$ cat src/rtl/usbh_busctl_pkg.sv
package usbh_busctl_pkg;

    localparam int BIT_SOF    = 8;
    localparam int BIT_RST    = 9;
    localparam int BIT_RSM    = 10;
    localparam int BIT_SPD_LO = 12;
    localparam int DATA_W     = 32;

    typedef enum logic [1:0] {
        SPD_NORMAL    = 2'b00,
        SPD_RSV_A     = 2'b01,
        SPD_RSV_B     = 2'b10,
        SPD_FULL_ONLY = 2'b11
    } spd_mode_e;

    typedef struct packed {
        spd_mode_e spd;
        logic      resume;
        logic      reset;
        logic      sof_en;
    } ctl_t;

    typedef struct packed {
        logic [1:0] spd;
        logic       resume;
        logic       reset;
        logic       sof_en;
    } wr_fields_t;

    typedef struct packed {
        logic reset_start;
        logic reset_abort;
        logic resume_start;
    } cmd_evt_t;

    function automatic wr_fields_t decode_write(input logic [DATA_W-1:0] d);
        wr_fields_t f;
        f.spd    = d[BIT_SPD_LO +: 2];
        f.resume = d[BIT_RSM];
        f.reset  = d[BIT_RST];
        f.sof_en = d[BIT_SOF];
        return f;
    endfunction

    function automatic logic [DATA_W-1:0] pack_read(input ctl_t c);
        logic [DATA_W-1:0] w;
        w                  = '0;
        w[BIT_SPD_LO +: 2] = c.spd;
        w[BIT_RSM]         = c.resume;
        w[BIT_RST]         = c.reset;
        w[BIT_SOF]         = c.sof_en;
        return w;
    endfunction

endpackage

$ cat src/rtl/usbh_busctl_regs.sv
module usbh_busctl_regs
    import usbh_busctl_pkg::*;
(
    input  logic              clk,
    input  logic              rst,
    input  logic              wr_hit,
    input  logic [DATA_W-1:0] wdata,
    input  logic              reset_done,
    input  logic              resume_done,
    input  logic              upstream_resume,
    output ctl_t              ctl_q,
    output cmd_evt_t          evt
);

    ctl_t       ctl_d;
    wr_fields_t req;
    logic       reset_req;

    always_comb begin
        req       = decode_write(wdata);
        ctl_d     = ctl_q;
        evt       = '0;
        reset_req = wr_hit && req.reset;

        if (wr_hit) begin
            ctl_d.spd    = spd_mode_e'(req.spd);
            ctl_d.sof_en = req.sof_en;
        end

        // reset command: completion beats abort, abort only from an active reset
        if (ctl_q.reset) begin
            if (reset_done) begin
                ctl_d.reset = 1'b0;
            end else if (wr_hit && !req.reset) begin
                ctl_d.reset     = 1'b0;
                evt.reset_abort = 1'b1;
            end
        end else if (reset_req) begin
            ctl_d.reset     = 1'b1;
            evt.reset_start = 1'b1;
        end

        // resume command: a reset request always wins
        if (reset_req) begin
            ctl_d.resume = 1'b0;
        end else if (ctl_q.resume) begin
            if (resume_done) ctl_d.resume = 1'b0;
        end else if (wr_hit && req.resume) begin
            ctl_d.resume     = 1'b1;
            evt.resume_start = 1'b1;
        end

        // hardware set of frame generation overrides the written value
        if (reset_req || upstream_resume) ctl_d.sof_en = 1'b1;
    end

    always_ff @(posedge clk) begin
        if (rst) ctl_q <= '0;
        else     ctl_q <= ctl_d;
    end

endmodule

$ cat src/rtl/usbh_busctl_strobe.sv
module usbh_busctl_strobe
    import usbh_busctl_pkg::*;
(
    input  logic     clk,
    input  logic     rst,
    input  cmd_evt_t evt,
    output cmd_evt_t evt_q
);

    always_ff @(posedge clk) begin
        if (rst) evt_q <= '0;
        else     evt_q <= evt;
    end

endmodule

$ cat src/rtl/usbh_busctl_frame.sv
module usbh_busctl_frame #(
    parameter int CYC_PER_MS = 60000
) (
    input  logic clk,
    input  logic rst,
    input  logic sof_en,
    input  logic busy,
    input  logic ls_mode,
    output logic sof_strobe,
    output logic ka_strobe
);

    localparam int          CW   = (CYC_PER_MS > 2) ? $clog2(CYC_PER_MS) : 1;
    localparam logic [CW-1:0] LAST = CW'(CYC_PER_MS - 1);

    logic [CW-1:0] cnt;
    logic          tick;

    always_ff @(posedge clk) begin
        if (rst || !sof_en)  cnt <= '0;
        else if (cnt == LAST) cnt <= '0;
        else                 cnt <= cnt + 1'b1;
    end

    assign tick       = sof_en && (cnt == LAST) && !busy;
    assign sof_strobe = tick && !ls_mode;
    assign ka_strobe  = tick && ls_mode;

endmodule

$ cat src/rtl/usbh_busctl.sv
module usbh_busctl
    import usbh_busctl_pkg::*;
#(
    parameter int              ADDR_W     = 12,
    parameter logic [ADDR_W-1:0] REG_OFFSET = 12'h400,
    parameter int              CYC_PER_MS = 60000
) (
    input  logic              clk,
    input  logic              rst,
    input  logic              bus_wr,
    input  logic [ADDR_W-1:0] bus_addr,
    input  logic [31:0]       bus_wdata,
    output logic [31:0]       bus_rdata,
    input  logic              line_ls_mode,
    input  logic              be_reset_done,
    input  logic              be_resume_done,
    input  logic              be_upstream_resume,
    output logic              be_reset_start,
    output logic              be_reset_abort,
    output logic              be_resume_start,
    output logic              frame_sof,
    output logic              frame_keepalive,
    output logic              spd_force_fs,
    output logic              spd_hs_allowed
);

    logic     hit;
    ctl_t     ctl_q;
    cmd_evt_t evt, evt_q;
    logic     ctl_reset, ctl_resume, ctl_sof;

    assign hit = (bus_addr == REG_OFFSET);

    usbh_busctl_regs u_regs (
        .clk             (clk),
        .rst             (rst),
        .wr_hit          (bus_wr && hit),
        .wdata           (bus_wdata),
        .reset_done      (be_reset_done),
        .resume_done     (be_resume_done),
        .upstream_resume (be_upstream_resume),
        .ctl_q           (ctl_q),
        .evt             (evt)
    );

    usbh_busctl_strobe u_strobe (
        .clk   (clk),
        .rst   (rst),
        .evt   (evt),
        .evt_q (evt_q)
    );

    assign ctl_reset  = ctl_q.reset;
    assign ctl_resume = ctl_q.resume;
    assign ctl_sof    = ctl_q.sof_en;

    usbh_busctl_frame #(.CYC_PER_MS(CYC_PER_MS)) u_frame (
        .clk        (clk),
        .rst        (rst),
        .sof_en     (ctl_sof),
        .busy       (ctl_reset || ctl_resume),
        .ls_mode    (line_ls_mode),
        .sof_strobe (frame_sof),
        .ka_strobe  (frame_keepalive)
    );

    assign bus_rdata       = hit ? pack_read(ctl_q) : '0;
    assign be_reset_start  = evt_q.reset_start;
    assign be_reset_abort  = evt_q.reset_abort;
    assign be_resume_start = evt_q.resume_start;
    assign spd_force_fs    = (ctl_q.spd == SPD_FULL_ONLY);
    assign spd_hs_allowed  = (ctl_q.spd == SPD_NORMAL);

endmodule

$ cat config.mk
export PLATFORM = sky130hd
export DESIGN_NAME = usbh_busctl
export DESIGN_NICKNAME = d
export VERILOG_FILES = /design/src/rtl/usbh_busctl_pkg.sv /design/src/rtl/usbh_busctl_regs.sv /design/src/rtl/usbh_busctl_strobe.sv /design/src/rtl/usbh_busctl_frame.sv /design/src/rtl/usbh_busctl.sv
export SDC_FILE = /design/constraint.sdc
export NUM_CORES = 1
export LEC_CHECK = 0
export ABC_CLOCK_PERIOD_IN_PS = 3000
export BUFFER_PORTS_ARGS = -buffer_cell sky130_fd_sc_hd__buf_2
export CELL_PAD_IN_SITES_DETAIL_PLACEMENT = 1
export CELL_PAD_IN_SITES_GLOBAL_PLACEMENT = 1
export CORE_ASPECT_RATIO = 1.4
export CORE_MARGIN = 1
export CORE_UTILIZATION = 31
export DETAILED_ROUTE_END_ITERATION = 16
export GPL_TIMING_DRIVEN = 0
export PLACE_DENSITY = 0.85
export SKIP_LAST_GASP = 1
export SYNTH_ARGS = -nofsm -noshare
export SYNTH_HDL_FRONTEND = slang
export SYNTH_HIERARCHICAL = 1
export SYNTH_SLANG_ARGS = --single-unit
$ cat constraint.sdc
create_clock -name clk -period 3 [get_ports clk]
set_input_delay 0.3 -clock clk [delete_from_list [all_inputs] [get_ports clk]]
set_output_delay 0.3 -clock clk [all_outputs]
set_load 0.02 [all_outputs]
==> flow_summary_export.csv <==
group,metric,value,unit
logic_synthesis,syn_area,1410,sq um
worst_hold_path,hold_path.class,"in -> reg",
clock_tree,cts.path.max_buffers,2,
critical_path,timing_worst_setup_path_type,"reg -> out",
sta,final-max-slew-violation-count,0,
final_layout,final_core_utilization,42.1,%
grt,overflow,0,
clock_tree,cts_sinks,24,
critical_path,cp_data_arrival_time,2.10,ns
grt,number_of_global_route_vias_before_repair,1211,
critical_path,crit_chain,"ha_1 > and4_1 > clkbuf_1 > nand4_1 > nor4b_1 > buf_2",
critical_path,r2r_endpoint,"u_frame/cnt[5]",
final_layout,drive_gt1_share,38.3,%
run_status,status,"completed",
sta,finalHoldViolations,0,
place,port_buffers,35,
logic_synthesis,async_reset_ff_share,0,%
power,vdd_drop_max,0.000125,V
floorplanning,core-area,4310,sq um
detailed_routing,detail_route.wirelength,3180,microns
detailed_routing,route.detailed.wl_per_inst,11.3,microns
place,place_hpwl,2610,microns
clock_tree,cts_h_tree_depth,1,
critical_path,critPathMaxStageDelay,0.38,ns
logic_synthesis,synth_enable_flop_cells,0,
job,max_cap_viol_count,0,
final_layout,antenna-diode-count,0,
detailed_routing,viasPerCell,4.49,
grt,grt_start_max_net_pins,14,
logic_synthesis,yosysSeqAreaShare,34.0,%
sta,finalCritPeriodShare,80.1,%
clock_tree,tritoncts,"done",
clock_tree,cts_buffers,3,
clock_tree,post_cts.repair.setup_buffers,0,
sta,report.final.setup_viol,0,
critical_path,reg2reg_from,"u_frame/cnt[0]",
logic_synthesis,yosys_warnings,6,
logic_synthesis,synth_area_per_cell,8.99,sq um
power,powerDensity,344,nW/um^2
sta,maxClockFrequency,0.416,GHz
sta,timing.setup.tns,0,ns
detailed_routing,drt_iter0_drc,27,
sta,rsz_0062_raised_after_global_routing,"false",
place,place.detailed.instances,278,
critical_path,critical_path_launch_point,"u_frame/cnt[0]",
detailed_routing,drtPass1Iterations,4,
place,dpl_cell_area,1760,sq um
floorplanning,dieArea,4830,sq um
critical_path,crit_path_start_kind,"flip-flop",
sta,worst_clock_skew,0.00360,ns
clock_tree,clock-root-buffer,"sky130_fd_sc_hd__clkbuf_8",
clock_tree,clk-insertion-delay-late,0.26,ns
final_layout,finalInstanceArea,1810,sq um
logic_synthesis,post_synthesis_sequential_element_count,24,
critical_path,worstSetupEndpoint,"frame_sof",
floorplanning,die_h,81.8,microns
grt,grt_antenna_before_repair,0,
logic_synthesis,gate_count_post_synth,157,
floorplanning,io_pins,90,
clock_tree,postCtsResizedCells,0,
critical_path,worstPathMaxFanout,6,
power,cellLeakagePower,0.788,nW
clock_tree,clk_pin_slew_worst_paths,0.08,ns
critical_path,worst_path_max_delay_cell,"sky130_fd_sc_hd__dfxtp_1",
floorplanning,initial_core_util,32.8,%
critical_path,setup.reg_to_reg.worst_slack,0.99,ns
floorplanning,num_rows,28,
detailed_routing,drtAntennaViolNets,0,
floorplanning,floorplan_die_width,59.0,microns
logic_synthesis,synth_cell_type_count,40,
grt,grt_first_pass_wirelength,5250,microns
logic_synthesis,synth-main-ff-cell,"sky130_fd_sc_hd__dfxtp_1",
critical_path,reg2reg_depth,7,
clock_tree,post_cts_hold_buffer_count,0,
critical_path,worstPathRequired,2.70,ns
final_layout,fillers,558,
final_layout,final_nets,275,
detailed_routing,drc,0,
grt,grt.total_usage,14.0,%
critical_path,crit_path_end_kind,"primary output",
final_layout,syn_to_final_growth,28.5,%
place,finalWeightedCongestion,0.730,
sta,finalCriticalPeriod,2.40,ns
power,power,0.625,mW
detailed_routing,num_vias,1266,
final_layout,final_cells,282,
[cell families (layout without fill, tap and decap cells)]
kind of cell             count (synthesis)  in the layout  synth area share (%)
adder cells (fa/ha/maj)                  1              1                 0.886
AND/OR/NAND/NOR                         77             77                  35.2
XOR/XNOR                                13             13                  8.07
buffers and inverters                   34             73                  16.9
multiplexers                             3              3                  2.13
AO/OA/AOI/OAI                            4              4                  2.48
other                                    1             27                 0.266
flip-flops                              24             24                  34.0
[worst min-delay path by stage]
| stage | from | endpoint | slack, ns | cells after the start |
|---|---|---|---|---|
| floorplan | rst | u_regs/ctl_q[1] | 0.36 | 1 |
| global placement | u_frame/cnt[0] | u_frame/cnt[0] | 0.44 | 1 |
| finish | be_reset_done | u_regs/ctl_q[1] | 0.25 | 2 |
| global route | be_reset_done | u_regs/ctl_q[1] | 0.25 | 2 |
| CTS | be_reset_done | u_regs/ctl_q[1] | 0.24 | 2 |
| detailed placement | u_frame/cnt[0] | u_frame/cnt[0] | 0.45 | 1 |
[cells in the final DEF (no fill, tap or decap), types with 5 or more instances in the layout]
cell type,netlist,routed
sky130_fd_sc_hd__nor2_1,19,19
sky130_fd_sc_hd__buf_2,2,37
sky130_fd_sc_hd__nand4_1,5,5
sky130_fd_sc_hd__buf_4,27,27
sky130_fd_sc_hd__nand2_1,5,5
sky130_fd_sc_hd__xnor2_1,5,5
sky130_fd_sc_hd__or4b_2,6,6
sky130_fd_sc_hd__dfxtp_1,24,24
sky130_fd_sc_hd__nor4_1,7,7
sky130_fd_sc_hd__xor2_1,8,8
sky130_fd_sc_hd__conb_1,1,27
[flip-flops by register name (all words and copies together) (netlist names)]
register and cells:
u_frame/cnt 16, u_regs/ctl_q 5, u_strobe/evt_q 3
[metal layers]
metal / up-vias / global-route usage, % / part of all wire, %
met4: 0 / 4.29 / 0.60
met5: - / 0 / 0
met2: 54 / 29.2 / 53
met1: 582 / 12.8 / 38
li1: 628 / - / -
met3: 2 / 2.99 / 8.6
[cells in the mapped netlist, types with 2 or more instances]
cell	number	share of area (%)
sky130_fd_sc_hd__buf_4	27	14
sky130_fd_sc_hd__dfxtp_1	24	34
sky130_fd_sc_hd__nor2_1	19	5.1
sky130_fd_sc_hd__xor2_1	8	5.0
sky130_fd_sc_hd__nor4_1	7	3.1
sky130_fd_sc_hd__or4b_2	6	4.3
sky130_fd_sc_hd__nand2_1	5	1.3
sky130_fd_sc_hd__nand4_1	5	2.2
sky130_fd_sc_hd__xnor2_1	5	3.1
sky130_fd_sc_hd__nor2b_1	4	1.8
sky130_fd_sc_hd__nor3_1	4	1.4
sky130_fd_sc_hd__mux2i_1	3	2.1
sky130_fd_sc_hd__nand3_1	3	1.1
sky130_fd_sc_hd__nor4b_1	3	1.9
sky130_fd_sc_hd__a211oi_2	2	1.8
sky130_fd_sc_hd__and2_1	2	0.89
sky130_fd_sc_hd__and4_1	2	1.2
sky130_fd_sc_hd__and4bb_2	2	1.8
sky130_fd_sc_hd__buf_2	2	0.71
sky130_fd_sc_hd__clkbuf_1	2	0.53
sky130_fd_sc_hd__inv_1	2	0.53
sky130_fd_sc_hd__nand3b_1	2	1.1
[worst max-delay path, delay by kind of cell, from the launching register on]
| family | cells | cell delay, ns |
|---|---|---|
| simple gates | 3 | 0.75 |
| buf+inv | 2 | 0.48 |
| flops | 1 | 0.38 |
| fa+ha+maj | 1 | 0.23 |
[cell type report]
class | instances | area, sq um | share of cell area, %
plain buffers | 32 | 231 | 12.8
clock buffers | 4 | 55.1 | 3.03
inverters | 2 | 7.51 | 0.414
multi-input cells | 125 | 790 | 43.5
repair buffers | 35 | 175 | 9.66
well taps | 60 | 75.1 | 4.14
flip-flops and latches | 24 | 480 | 26.5
[report_power, final]
group | total [mW] | internal [mW] | switching, mW
registers | 0.322 | 0.320 | 0.00220
clock network | 0.212 | 0.117 | 0.0951
logic | 0.0903 | 0.0389 | 0.0514
[metrics by stage]
stage / hold WS, ns / setup WS [ns]
after global routing: 0.248 / 0.412
after detailed placement: 0.455 / 0.863
after floorplan: 0.365 / 0.892
after global placement: 0.443 / 0.879
final: 0.252 / 0.597
after CTS: 0.239 / 0.587
No activity file was read; power rests on OpenSTA's default activity.
